--- config.mk ---
export PLATFORM = sky130hd
export DESIGN_NAME = octr_top
export DESIGN_NICKNAME = d
export VERILOG_FILES = /design/src/rtl/octr_pkg.sv /design/src/rtl/octr_trim_dec.sv /design/src/rtl/octr_cfg_reg.sv /design/src/rtl/octr_presc.sv /design/src/rtl/octr_sec_ctr.sv /design/src/rtl/octr_top.sv
export SDC_FILE = /design/constraint.sdc
export NUM_CORES = 1
export LEC_CHECK = 0
export BUFFER_PORTS_ARGS = -buffer_cell sky130_fd_sc_hd__buf_2
export CAP_MARGIN = 0
export CORE_ASPECT_RATIO = 0.9
export CORE_UTILIZATION = 53
export CTS_BUF_LIST = sky130_fd_sc_hd__clkbuf_8
export DETAILED_ROUTE_END_ITERATION = 8
export PLACE_DENSITY = 0.72
export SLEW_MARGIN = 5
export SYNTH_ARGS = -nofsm -noshare
export SYNTH_HDL_FRONTEND = slang
export SYNTH_HIERARCHICAL = 1
export SYNTH_SLANG_ARGS = --single-unit
--- constraint.sdc ---
create_clock -name clk -period 11.2 [get_ports clk]
set_input_delay 2.24 -clock clk [delete_from_list [all_inputs] [get_ports clk]]
set_output_delay 2.24 -clock clk [all_outputs]
set_load 0.01 [all_outputs]
--- src/rtl/octr_pkg.sv ---
package octr_pkg;

   typedef enum logic {
      TRIM_ADD = 1'b0,
      TRIM_SUB = 1'b1
   } trim_dir_e;

   function automatic int unsigned max2(input int unsigned a, input int unsigned b);
      return (a > b) ? a : b;
   endfunction

endpackage

--- src/rtl/octr_trim_dec.sv ---
module octr_trim_dec #(
   parameter int unsigned MAG_W       = 6,
   parameter int unsigned STEP_PULSES = 2,
   parameter int unsigned MAX_STEPS   = 62,
   parameter int unsigned ADJ_W       = 7
) (
   input  logic             clk,
   input  logic             rst_n,
   input  logic [MAG_W:0]   dir_code,
   output logic [ADJ_W-1:0] adj,
   output logic             sub
);
   import octr_pkg::*;

   localparam int unsigned ST_W = MAG_W + 1;

   logic [MAG_W-1:0] code;
   trim_dir_e        dir;
   logic [ST_W-1:0]  raw_add;
   logic [ST_W-1:0]  raw_sub;
   logic [ST_W-1:0]  raw;
   logic [ST_W-1:0]  steps;

   assign code = dir_code[MAG_W-1:0];
   assign dir  = trim_dir_e'(dir_code[MAG_W]);
   assign sub  = (dir == TRIM_SUB);

   always_comb begin
      raw_add = (code == '0) ? '0 : ({1'b0, code} - ST_W'(1));
      raw_sub = {1'b0, ~code} + ST_W'(1);
      raw     = (dir == TRIM_SUB) ? raw_sub : raw_add;
      steps   = (raw > ST_W'(MAX_STEPS)) ? ST_W'(MAX_STEPS) : raw;
   end

   generate
      if ((STEP_PULSES & (STEP_PULSES - 1)) == 0) begin : g_shift
         localparam int unsigned SH = $clog2(STEP_PULSES);
         assign adj = ADJ_W'(steps) << SH;
      end else begin : g_mult
         assign adj = ADJ_W'(32'(steps) * STEP_PULSES);
      end
   endgenerate

   // the applied pulse count never exceeds the clamped maximum
   p_adj_limit_r5: assert property (@(posedge clk) disable iff (!rst_n)
      adj <= ADJ_W'(STEP_PULSES * MAX_STEPS));

endmodule

--- src/rtl/octr_cfg_reg.sv ---
module octr_cfg_reg #(
   parameter int unsigned CFG_W   = 8,
   parameter logic [CFG_W-1:0] NEUTRAL = 8'h01
) (
   input  logic             clk,
   input  logic             rst_n,
   input  logic             wr_en,
   input  logic [CFG_W-1:0] wr_data,
   input  logic             boundary,
   output logic [CFG_W-1:0] act,
   output logic             busy
);

   logic [CFG_W-1:0] pend_q;
   logic [CFG_W-1:0] act_q;
   logic             busy_q;

   always_ff @(posedge clk or negedge rst_n) begin
      if (!rst_n) begin
         pend_q <= NEUTRAL;
         act_q  <= NEUTRAL;
         busy_q <= 1'b0;
      end else if (boundary && busy_q) begin
         act_q  <= pend_q;
         busy_q <= 1'b0;
      end else if (wr_en && !busy_q) begin
         pend_q <= wr_data;
         busy_q <= 1'b1;
      end
   end

   assign act  = act_q;
   assign busy = busy_q;

   // an accepted write is held as pending and raises busy
   p_accept_r6: assert property (@(posedge clk) disable iff (!rst_n)
      (wr_en && !busy_q) |=> (busy_q && pend_q == $past(wr_data)));

   // the boundary moves pending to active and drops busy
   p_latch_r6: assert property (@(posedge clk) disable iff (!rst_n)
      (boundary && busy_q) |=> (!busy_q && act_q == $past(pend_q)));

   // the active value moves only at a boundary
   p_act_hold_r6: assert property (@(posedge clk) disable iff (!rst_n)
      !boundary |=> $stable(act_q));

   // a write while busy leaves the pending value alone
   p_ignore_r7: assert property (@(posedge clk) disable iff (!rst_n)
      (wr_en && busy_q) |=> $stable(pend_q));

   // a write meeting a boundary with busy low is deferred
   p_defer_r8: assert property (@(posedge clk) disable iff (!rst_n)
      (boundary && !busy_q && wr_en) |=> (busy_q && $stable(act_q)));

endmodule

--- src/rtl/octr_presc.sv ---
module octr_presc #(
   parameter int unsigned DIV      = 32768,
   parameter int unsigned MAX_ADJ  = 124,
   parameter int unsigned PSC_W    = 16,
   parameter int unsigned ADJ_W    = 7,
   parameter bit          REG_TICK = 1'b1
) (
   input  logic             clk,
   input  logic             rst_n,
   input  logic             tick,
   input  logic             trim_on,
   input  logic             sub,
   input  logic [ADJ_W-1:0] adj,
   output logic             wrap,
   output logic             sec_tick
);

   localparam logic [PSC_W-1:0] BASE   = PSC_W'(DIV - 1);
   localparam logic [PSC_W-1:0] CEIL   = PSC_W'(DIV - 1 + MAX_ADJ);

   logic [PSC_W-1:0] psc_q;
   logic [PSC_W-1:0] term;

   always_comb begin
      if (!trim_on)  term = BASE;
      else if (sub)  term = BASE + PSC_W'(adj);
      else           term = BASE - PSC_W'(adj);
   end

   assign wrap = tick && (psc_q >= term);

   always_ff @(posedge clk or negedge rst_n) begin
      if (!rst_n)     psc_q <= '0;
      else if (tick)  psc_q <= wrap ? '0 : psc_q + PSC_W'(1);
   end

   generate
      if (REG_TICK) begin : g_reg_tick
         logic tick_q;
         always_ff @(posedge clk or negedge rst_n) begin
            if (!rst_n) tick_q <= 1'b0;
            else        tick_q <= wrap;
         end
         assign sec_tick = tick_q;
      end else begin : g_comb_tick
         assign sec_tick = wrap;
      end
   endgenerate

   // the prescaler holds on cycles without a tick
   p_hold_r2: assert property (@(posedge clk) disable iff (!rst_n)
      !tick |=> $stable(psc_q));

   // a second end restarts the count
   p_restart_r2: assert property (@(posedge clk) disable iff (!rst_n)
      wrap |=> (psc_q == '0));

   // the count never passes the longest trimmed second
   p_ceiling_r5: assert property (@(posedge clk) disable iff (!rst_n)
      psc_q <= CEIL);

endmodule

--- src/rtl/octr_sec_ctr.sv ---
module octr_sec_ctr #(
   parameter int unsigned SEC_SHORT = 20,
   parameter int unsigned SEC_LONG  = 60,
   parameter int unsigned SEC_W     = 6
) (
   input  logic clk,
   input  logic rst_n,
   input  logic wrap,
   input  logic long_mode,
   output logic corr_sec,
   output logic boundary
);

   logic [SEC_W-1:0] sec_q;
   logic [SEC_W-1:0] last_idx;
   logic             last;

   assign last_idx = long_mode ? SEC_W'(SEC_LONG - 1) : SEC_W'(SEC_SHORT - 1);
   assign last     = (sec_q >= last_idx);
   assign boundary = wrap && last;
   assign corr_sec = (sec_q == '0);

   always_ff @(posedge clk or negedge rst_n) begin
      if (!rst_n)     sec_q <= '0;
      else if (wrap)  sec_q <= last ? '0 : sec_q + SEC_W'(1);
   end

   // the second index moves only when a second ends
   p_idx_hold_r3: assert property (@(posedge clk) disable iff (!rst_n)
      !wrap |=> $stable(sec_q));

   // each period begins with its trimmed second
   p_period_start_r3: assert property (@(posedge clk) disable iff (!rst_n)
      boundary |=> corr_sec);

   // the index stays inside the longest period
   p_idx_range_r3: assert property (@(posedge clk) disable iff (!rst_n)
      sec_q <= SEC_W'(SEC_LONG > SEC_SHORT ? SEC_LONG - 1 : SEC_SHORT - 1));

endmodule

--- src/rtl/octr_top.sv ---
module octr_top #(
   parameter int unsigned DIV         = 32768,
   parameter int unsigned MAG_W       = 6,
   parameter int unsigned STEP_PULSES = 2,
   parameter int unsigned MAX_STEPS   = 62,
   parameter int unsigned SEC_SHORT   = 20,
   parameter int unsigned SEC_LONG    = 60,
   parameter bit          REG_TICK    = 1'b1
) (
   input  logic             clk,
   input  logic             rst_n,
   input  logic             tick,
   input  logic             trim_en,
   input  logic             wr_en,
   input  logic [MAG_W+1:0] wr_data,
   output logic             busy,
   output logic [MAG_W+1:0] act_cfg,
   output logic             sec_tick
);
   import octr_pkg::*;

   localparam int unsigned CFG_W   = MAG_W + 2;
   localparam int unsigned MAX_ADJ = STEP_PULSES * MAX_STEPS;
   localparam int unsigned ADJ_W   = $clog2(MAX_ADJ + 1);
   localparam int unsigned PSC_W   = $clog2(DIV + MAX_ADJ);
   localparam int unsigned SEC_W   = $clog2(max2(SEC_SHORT, SEC_LONG));
   localparam logic [CFG_W-1:0] NEUTRAL = CFG_W'(1);

   generate
      if (DIV <= MAX_ADJ + 1) begin : g_bad_div
         $error("DIV must exceed the largest trim plus one");
      end
      if (MAX_STEPS >= (1 << MAG_W)) begin : g_bad_steps
         $error("MAX_STEPS must fit the magnitude code");
      end
      if (SEC_SHORT < 2 || SEC_LONG < 2) begin : g_bad_period
         $error("periods must span at least two seconds");
      end
      if (STEP_PULSES < 1) begin : g_bad_step
         $error("STEP_PULSES must be at least one");
      end
   endgenerate

   logic             boundary;
   logic             corr_sec;
   logic             wrap;
   logic             sub;
   logic [ADJ_W-1:0] adj;
   logic [CFG_W-1:0] act;

   octr_cfg_reg #(
      .CFG_W   (CFG_W),
      .NEUTRAL (NEUTRAL)
   ) u_cfg (
      .clk      (clk),
      .rst_n    (rst_n),
      .wr_en    (wr_en),
      .wr_data  (wr_data),
      .boundary (boundary),
      .act      (act),
      .busy     (busy)
   );

   octr_trim_dec #(
      .MAG_W       (MAG_W),
      .STEP_PULSES (STEP_PULSES),
      .MAX_STEPS   (MAX_STEPS),
      .ADJ_W       (ADJ_W)
   ) u_dec (
      .clk      (clk),
      .rst_n    (rst_n),
      .dir_code (act[MAG_W:0]),
      .adj      (adj),
      .sub      (sub)
   );

   octr_presc #(
      .DIV      (DIV),
      .MAX_ADJ  (MAX_ADJ),
      .PSC_W    (PSC_W),
      .ADJ_W    (ADJ_W),
      .REG_TICK (REG_TICK)
   ) u_presc (
      .clk      (clk),
      .rst_n    (rst_n),
      .tick     (tick),
      .trim_on  (corr_sec && trim_en),
      .sub      (sub),
      .adj      (adj),
      .wrap     (wrap),
      .sec_tick (sec_tick)
   );

   octr_sec_ctr #(
      .SEC_SHORT (SEC_SHORT),
      .SEC_LONG  (SEC_LONG),
      .SEC_W     (SEC_W)
   ) u_sec (
      .clk       (clk),
      .rst_n     (rst_n),
      .wrap      (wrap),
      .long_mode (act[MAG_W+1]),
      .corr_sec  (corr_sec),
      .boundary  (boundary)
   );

   assign act_cfg = act;

endmodule

==> impl_metrics.xml, run 1 <==
<?xml version="1.0" encoding="UTF-8"?>
<metrics>
  <group name="sta">
    <metric name="rsz0062_at_grt" unit="">false</metric>
    <metric name="achievable_freq" unit="MHz">174</metric>
    <metric name="worst_slack" unit="ns">5.44</metric>
    <metric name="layout_min_cycle_time" unit="ns">5.76</metric>
    <metric name="number_of_setup_violations_in_the_final_report" unit="">0</metric>
    <metric name="clock_skew" unit="ns">0.00538</metric>
    <metric name="whs" unit="ns">0.515</metric>
    <metric name="timing.final.crit_share" unit="%">51.4</metric>
    <metric name="worst_relative_slew_slack" unit="%">27.0</metric>
    <metric name="hold_viol" unit="">0</metric>
    <metric name="timing_worst_slew_pin_value" unit="ns">1.09</metric>
    <metric name="setup-tns-final" unit="ns">0</metric>
    <metric name="report.final.slew_viol_count" unit="">0</metric>
  </group>
  <group name="grt">
    <metric name="antenna_found_initial" unit="">0</metric>
    <metric name="pin_count_of_the_biggest_net_entering_global_routing" unit="">41</metric>
    <metric name="grt_pass1_vias" unit="">2139</metric>
    <metric name="grt_use_total" unit="%">22.3</metric>
    <metric name="grt_first_pass_wirelength" unit="mm">10.1</metric>
    <metric name="grt-ovfl-total" unit="">0</metric>
  </group>
  <group name="finish">
    <metric name="n_antenna_cell" unit="">0</metric>
    <metric name="area_taken_by_multi_input_logic_gates" unit="sq um">1800</metric>
    <metric name="drive_above_1_share" unit="%">18.7</metric>
    <metric name="final_cell_mix" unit="">sky130_fd_sc_hd__dfrtp_1, sky130_fd_sc_hd__ha_1, sky130_fd_sc_hd__nor2_1</metric>
    <metric name="fillerInstances" unit="">497</metric>
    <metric name="register_area" unit="sq um">1000</metric>
    <metric name="design_area" unit="sq um">3170</metric>
    <metric name="syn2layout_area_growth" unit="%">7.51</metric>
    <metric name="most_common_cell_after_layout_fill_and_taps_aside" unit="">sky130_fd_sc_hd__dfrtp_1</metric>
    <metric name="final_net_count" unit="">363</metric>
  </group>
  <group name="clocking">
    <metric name="tritoncts" unit="">yes</metric>
    <metric name="hold_buf_cts" unit="">0</metric>
    <metric name="clock_tree.root_cell" unit="">sky130_fd_sc_hd__clkbuf_8</metric>
    <metric name="cts_buffers" unit="">5</metric>
    <metric name="cts-resized-gates" unit="">0</metric>
    <metric name="cts_h_tree_lvls" unit="">2</metric>
    <metric name="worstSkewPairLatency" unit="ns">0.30</metric>
    <metric name="cts_max_path_buffers" unit="">2</metric>
    <metric name="clk_transition_reported_paths" unit="ns">0.09</metric>
    <metric name="post_cts_repair_timing_setup_buffer_count" unit="">0</metric>
    <metric name="clock-sinks" unit="">40</metric>
  </group>
  <group name="synth">
    <metric name="main_synth_ff_type" unit="">sky130_fd_sc_hd__dfrtp_1</metric>
    <metric name="mapped_avg_cell_area" unit="sq um">9.55</metric>
    <metric name="synthesis.yosys.warnings" unit="">6</metric>
    <metric name="synth.yosys.seq_area_share" unit="%">34.0</metric>
    <metric name="ys_ff_latch" unit="">40</metric>
    <metric name="mappedNetlistNets" unit="">347</metric>
    <metric name="synth_edf_count" unit="">0</metric>
    <metric name="netlist_instances" unit="">309</metric>
    <metric name="synth_async_sr_flop_share" unit="%">100</metric>
    <metric name="ys_types" unit="">61</metric>
    <metric name="post_synth_instance_area" unit="sq um">2950</metric>
  </group>
  <group name="pwr">
    <metric name="design_power_total" unit="uW">362</metric>
    <metric name="power_switching" unit="uW">100</metric>
    <metric name="power_report.internal_total" unit="uW">262</metric>
    <metric name="sw_frac_of_total" unit="%">27.6</metric>
    <metric name="clock_network_fraction_of_design_power" unit="%">34.4</metric>
    <metric name="powerDensity" unit="nW/um^2">114</metric>
    <metric name="power.static_leakage" unit="nW">1.44</metric>
    <metric name="share_of_total_power_in_combinational_logic" unit="%">14.6</metric>
    <metric name="peakVddDrop" unit="V">0.0000923</metric>
    <metric name="proportion_of_power_drawn_by_flip_flops_and_latches" unit="%">51.0</metric>
  </group>
  <group name="critical_path">
    <metric name="slowest_delay" unit="ns">0.66</metric>
    <metric name="worstSetupEndpointType" unit="">register</metric>
    <metric name="cp.depth" unit="">19</metric>
    <metric name="worstPathCellList" unit="">inv_1, ha_1, nor3b_1, o21bai_1, o2bb2ai_1, nand4_1, o21a_1, or3_1, nor4_1, a21oi_1, inv_1, ha_1, nand4_1, nor3_2, o311ai_4, a31oi_4, and2_1, nand2_2, mux2_2</metric>
    <metric name="worst-r2r-cell-count" unit="">19</metric>
    <metric name="worstPathArrival" unit="ns">5.96</metric>
    <metric name="worstPathRequired" unit="ns">11.40</metric>
    <metric name="cp.buffers_inverters" unit="">2</metric>
    <metric name="timing.critical_path.from_type" unit="">register</metric>
    <metric name="worst_path_max_delay_cell" unit="">sky130_fd_sc_hd__a31oi_4</metric>
    <metric name="crit_fanout" unit="">27</metric>
    <metric name="crit_family" unit="">simple AND/OR/NAND/NOR gates</metric>
    <metric name="path_class" unit="">reg2reg</metric>
  </group>
  <group name="min_path">
    <metric name="hold_path.class" unit="">reg2reg</metric>
    <metric name="count_of_cells_along_the_worst_hold_path" unit="">1</metric>
  </group>
  <group name="place">
    <metric name="gp_congestion" unit="">0.834</metric>
    <metric name="port-buffer-count" unit="">22</metric>
    <metric name="placedInstanceArea" unit="sq um">3060</metric>
    <metric name="detailedPlace.worstSlack" unit="ns">5.61</metric>
    <metric name="place_hpwl" unit="mm">4.13</metric>
  </group>
  <group name="drt">
    <metric name="vias" unit="">2266</metric>
    <metric name="dr.pass1.iters" unit="">4</metric>
    <metric name="drt_first_iter_violations" unit="">179</metric>
    <metric name="ant_nets" unit="">0</metric>
    <metric name="drt-vias-per-instance" unit="">5.77</metric>
    <metric name="post-route-drc-count" unit="">0</metric>
    <metric name="avgRoutedWirePerCell" unit="um">14.7</metric>
    <metric name="wirelength" unit="mm">5.78</metric>
  </group>
  <group name="die">
    <metric name="floorplan.rows" unit="">25</metric>
    <metric name="ioPinCount" unit="">23</metric>
    <metric name="die_area" unit="sq um">5870</metric>
    <metric name="core" unit="sq um">5320</metric>
    <metric name="die_y" unit="um">72.8</metric>
    <metric name="floorplan.die.width" unit="um">80.6</metric>
    <metric name="initial_utilization" unit="%">55.5</metric>
  </group>
  <group name="run_status">
    <metric name="run_status" unit="">complete, no violations</metric>
  </group>
  <group name="job">
    <metric name="cap_violations" unit="">0</metric>
  </group>
</metrics>
sequential cells by signal, indices dropped and copies added (netlist names):
register and cells:
u_sec/sec_q 6, u_cfg/pend_q 8, u_presc/psc_q 16, u_cfg/act 8
u_cfg/busy 1, u_presc/sec_tick 1
path summary, 6_finish.rpt:
check | from | end | slack, ns
worst min register to register | u_cfg/pend_q[6] | u_cfg/act[6] | 0.52
min in group asynchronous | rst_n | u_presc/psc_q[15] | 2.05
max in group asynchronous | rst_n | u_presc/psc_q[7] | 8.60
worst max register to register | u_cfg/act[0] | u_cfg/act[7] | 5.44
worst max-delay path | u_cfg/act[0] | u_cfg/act[7] | 5.44
worst min-delay path | u_cfg/pend_q[6] | u_cfg/act[6] | 0.52
layout make-up:
class	instances	share of cell area [%]
Clock buffer	5	2.17
Clock inverter	3	1.46
Inverter	17	2.01
Multi-Input combinational cell	239	56.6
Sequential cell	40	31.6
Tap cell	67	2.64
Timing Repair Buffer	22	3.47
power by group through the flow:
stage	combinational (mW)	clock (mW)	sequential, mW
after global placement	0.0508	0	0.187
final	0.0529	0.125	0.185
after global routing	0.0606	0.133	0.188
after floorplan	0.0412	0	0.181
after CTS	0.0536	0.128	0.184
after detailed placement	0.0526	0	0.187
metrics by stage:
| step | cells | utilization, % |
|---|---|---|
| 3_3_place_gp | 385 | 57.5 |
| 5_1_grt | 393 | 59.6 |
| 3_5_place_dp | 385 | 57.5 |
| 4_1_cts | 393 | 59.6 |
| 6_report | 393 | 59.6 |
| 2_1_floorplan | 309 | - |
routing by layer:
metal	global-route usage, %	share of wire (%)	wire [um]
met5	0	0	0
met4	6.75	1.2	72
met3	4.00	2.9	170
met2	35.0	45	2610
met1	31.3	51	2920
cells in the mapped netlist (all sizes together), types with 2 or more instances:
| master | n | area [sq um] |
|---|---|---|
| dfrtp | 38 | 951 |
| ha | 25 | 313 |
| nor2 | 25 | 96.4 |
| nand2 | 23 | 88.8 |
| inv | 17 | 63.8 |
| mux2 | 17 | 225 |
| a21oi | 16 | 80.1 |
| nand3 | 13 | 70.1 |
| xnor2 | 12 | 105 |
| o21ai | 11 | 55.1 |
| buf | 10 | 76.3 |
| nor3 | 9 | 50.1 |
| xor2 | 9 | 78.8 |
| nand4 | 8 | 50.1 |
| and2 | 7 | 43.8 |
| nor2b | 6 | 37.5 |
| nand2b | 5 | 31.3 |
| mux2i | 4 | 40.0 |
| nor4 | 4 | 25.0 |
| and3 | 3 | 18.8 |
| clkbuf | 3 | 11.3 |
| o211ai | 3 | 27.5 |
| o21a | 3 | 22.5 |
| o22ai | 3 | 18.8 |
| o31ai | 3 | 22.5 |
| a31oi | 2 | 27.5 |
| dfstp | 2 | 52.6 |
| o21bai | 2 | 18.8 |
| o2bb2ai | 2 | 17.5 |
| o311ai | 2 | 35.0 |
| or3 | 2 | 12.5 |
| or4 | 2 | 15.0 |
logic make-up (layout without fill, tap and decap cells):
logic type | count (synthesis) | count (layout) | share of synthesized area [%]
flip-flops | 40 | 40 | 34.0
multiplexers | 21 | 21 | 8.99
other | 1 | 1 | 0.127
XOR/XNOR | 21 | 21 | 6.23
buffers and inverters | 30 | 47 | 5.13
AND/OR/NAND/NOR | 114 | 114 | 20.5
AO/OA/AOI/OAI | 57 | 57 | 14.4
adder cells (fa/ha/maj) | 25 | 25 | 10.6
(Power assumes the default switching activity.)
==> run 2: changes to the inputs <==
==> constraint.sdc (replaced) <==
create_clock -name clk -period 5.91 [get_ports clk]
set_input_delay 1.182 -clock clk [delete_from_list [all_inputs] [get_ports clk]]
set_output_delay 1.182 -clock clk [all_outputs]
set_load 0.01 [all_outputs]
==> run 2 against run 1 <==
  * Fmax grew 6.8%
  * Sequential cell count unchanged
  * Non-clock buffer count increased by 2
  * Register-to-register slack worse by 4.9 ns
  * Critical path depth grew 1
  * Sequential power grew 89%
  * Critical endpoint is now u_cfg/act[5]
  * Largest power group unchanged
==> impl_metrics.xml, run 2 (synthesis results as in run 1) <==
<?xml version="1.0" encoding="UTF-8"?>
<metrics>
  <group name="drt">
    <metric name="ant_nets" unit="">0</metric>
    <metric name="m1WireLength" unit="mm">2.85</metric>
    <metric name="drt_first_iter_violations" unit="">168</metric>
    <metric name="wl_met2" unit="mm">2.59</metric>
    <metric name="routed-wl-met3" unit="um">218</metric>
    <metric name="vias" unit="">2300</metric>
    <metric name="post-route-drc-count" unit="">0</metric>
    <metric name="wirelength" unit="mm">5.68</metric>
    <metric name="dr.pass1.iters" unit="">5</metric>
    <metric name="top_signal_layer_used" unit="">met4</metric>
    <metric name="avgRoutedWirePerCell" unit="um">14.4</metric>
    <metric name="drt-vias-per-instance" unit="">5.82</metric>
  </group>
  <group name="place">
    <metric name="gp_congestion" unit="">0.883</metric>
    <metric name="placedInstanceArea" unit="sq um">3070</metric>
    <metric name="port-buffer-count" unit="">22</metric>
    <metric name="place_hpwl" unit="mm">4.21</metric>
  </group>
  <group name="finish">
    <metric name="design_area" unit="sq um">3190</metric>
    <metric name="syn2layout_area_growth" unit="%">8.02</metric>
    <metric name="drive_above_1_share" unit="%">19.2</metric>
    <metric name="final_cell_mix" unit="">sky130_fd_sc_hd__dfrtp_1, sky130_fd_sc_hd__ha_1, sky130_fd_sc_hd__nor2_1</metric>
    <metric name="largest_register_ff_count" unit="">16</metric>
    <metric name="largest-register" unit="">u_presc/psc_q</metric>
    <metric name="n_antenna_cell" unit="">0</metric>
    <metric name="final_net_count" unit="">365</metric>
    <metric name="most_common_cell_after_layout_fill_and_taps_aside" unit="">sky130_fd_sc_hd__dfrtp_1</metric>
  </group>
  <group name="min_path">
    <metric name="hold_path.class" unit="">reg2reg</metric>
  </group>
  <group name="die">
    <metric name="die_area" unit="sq um">5870</metric>
    <metric name="core" unit="sq um">5320</metric>
    <metric name="die_y" unit="um">72.8</metric>
    <metric name="floorplan.rows" unit="">25</metric>
    <metric name="ioPinCount" unit="">23</metric>
    <metric name="floorplan.die.width" unit="um">80.6</metric>
    <metric name="initial_utilization" unit="%">55.5</metric>
  </group>
  <group name="clocking">
    <metric name="clock-sinks" unit="">40</metric>
    <metric name="post_cts_repair_timing_setup_buffer_count" unit="">0</metric>
    <metric name="worstSkewPairLatency" unit="ns">0.30</metric>
    <metric name="cts_buffers" unit="">5</metric>
    <metric name="clock_tree.root_cell" unit="">sky130_fd_sc_hd__clkbuf_8</metric>
    <metric name="hold_buf_cts" unit="">0</metric>
    <metric name="cts_max_path_buffers" unit="">2</metric>
    <metric name="tritoncts" unit="">yes</metric>
    <metric name="cts_h_tree_lvls" unit="">2</metric>
    <metric name="clk_transition_reported_paths" unit="ns">0.08</metric>
    <metric name="cts-resized-gates" unit="">0</metric>
  </group>
  <group name="sta">
    <metric name="timing.final.crit_share" unit="%">91.3</metric>
    <metric name="number_of_setup_violations_in_the_final_report" unit="">0</metric>
    <metric name="report.final.slew_viol_count" unit="">0</metric>
    <metric name="hold_viol" unit="">0</metric>
    <metric name="clock_skew" unit="ns">0.00892</metric>
    <metric name="worst_relative_slew_slack" unit="%">32.1</metric>
    <metric name="timing_worst_slew_pin_value" unit="ns">1.02</metric>
    <metric name="achievable_freq" unit="MHz">185</metric>
    <metric name="layout_min_cycle_time" unit="ns">5.39</metric>
    <metric name="setup-tns-final" unit="ns">0</metric>
    <metric name="rsz0062_at_grt" unit="">false</metric>
  </group>
  <group name="critical_path">
    <metric name="crit_fanout" unit="">16</metric>
    <metric name="worstSetupEndpointType" unit="">register</metric>
    <metric name="path_class" unit="">reg2reg</metric>
    <metric name="timing.critical_path.from_type" unit="">register</metric>
    <metric name="worstPathRequired" unit="ns">6.09</metric>
    <metric name="worstPathArrival" unit="ns">5.57</metric>
  </group>
  <group name="pwr">
    <metric name="powerDensity" unit="nW/um^2">214</metric>
    <metric name="peakVddDrop" unit="V">0.000160</metric>
    <metric name="power.static_leakage" unit="nW">1.45</metric>
  </group>
  <group name="grt">
    <metric name="grt_pass1_vias" unit="">2099</metric>
    <metric name="grt_use_total" unit="%">21.7</metric>
    <metric name="pin_count_of_the_biggest_net_entering_global_routing" unit="">41</metric>
    <metric name="grt-ovfl-total" unit="">0</metric>
    <metric name="antenna_found_initial" unit="">0</metric>
    <metric name="grt_first_pass_wirelength" unit="mm">9.85</metric>
  </group>
  <group name="job">
    <metric name="cap_violations" unit="">0</metric>
  </group>
  <group name="run_status">
    <metric name="run_status" unit="">complete, no violations</metric>
  </group>
</metrics>
run 2: area by class of cell:
class                      count  area (sq um)
clock buffer                   5          68.8
fill                         457          2130
multi-input combinational    239          1800
inverter                      17          63.8
timing repair buffer          24           125
clock inverter                 3          46.3
tap                           67          83.8
sequential                    40          1000
run 2: final timing paths:
check,start,endpoint,slack [ns],cells after the start
worst max-delay path,u_cfg/act[2],u_cfg/act[5],0.52,20
worst min-delay path,u_cfg/pend_q[3],u_cfg/pend_q[3],0.52,1
worst max register to register,u_cfg/act[2],u_cfg/act[5],0.52,20
worst min register to register,u_cfg/pend_q[3],u_cfg/pend_q[3],0.52,1
max in group asynchronous,rst_n,u_cfg/act[1],4.35,1
min in group asynchronous,rst_n,u_presc/psc_q[15],0.98,1
run 2: where the power goes:
| group | switching, mW | leakage [nW] | internal [mW] | total (mW) |
|---|---|---|---|---|
| sequential | 0.0364 | 0.506 | 0.314 | 0.350 |
| clock | 0.105 | 0.0548 | 0.127 | 0.233 |
| combinational | 0.0429 | 0.886 | 0.0553 | 0.0982 |
| total | 0.185 | 1.45 | 0.496 | 0.681 |
run 2: stage by stage:
step           hold slack (ns)  setup slack (ns)  util, %  cells  power (mW)
6_report                 0.519             0.516     59.9    395       0.681
5_1_grt                  0.526            0.0806     59.9    395       0.720
4_1_cts                  0.518             0.541     59.9    395       0.688
3_5_place_dp             0.499             0.534     57.8    387       0.454
3_3_place_gp             0.497             0.680     57.8    387       0.450
2_1_floorplan            0.478              1.05        -    309       0.421
run 2: routing by layer:
metal	vias to the layer above	GRT usage [%]
met5	-	0
met4	0	4.17
met3	2	3.38
met2	49	34.2
met1	1111	31.6
li1	1138	-
run 2: critical path, cell delays in order, from the launching register on:
cell and delay (ns):
sky130_fd_sc_hd__dfrtp_1 0.57, sky130_fd_sc_hd__or4_1 0.67, sky130_fd_sc_hd__o2111a_1 0.18, sky130_fd_sc_hd__o31ai_1 0.31, sky130_fd_sc_hd__nand4_1 0.21, sky130_fd_sc_hd__o21a_1 0.25
sky130_fd_sc_hd__inv_1 0.06, sky130_fd_sc_hd__ha_1 0.15, sky130_fd_sc_hd__nand2b_1 0.08, sky130_fd_sc_hd__nor4_1 0.39, sky130_fd_sc_hd__ha_1 0.32, sky130_fd_sc_hd__mux2i_1 0.15
sky130_fd_sc_hd__nor2b_1 0.08, sky130_fd_sc_hd__ha_1 0.27, sky130_fd_sc_hd__nand2_1 0.07, sky130_fd_sc_hd__o21ai_0 0.09, sky130_fd_sc_hd__a2bb2oi_1 0.39, sky130_fd_sc_hd__a31oi_4 0.27
sky130_fd_sc_hd__and2_1 0.23, sky130_fd_sc_hd__nand2_2 0.18, sky130_fd_sc_hd__mux2_2 0.36
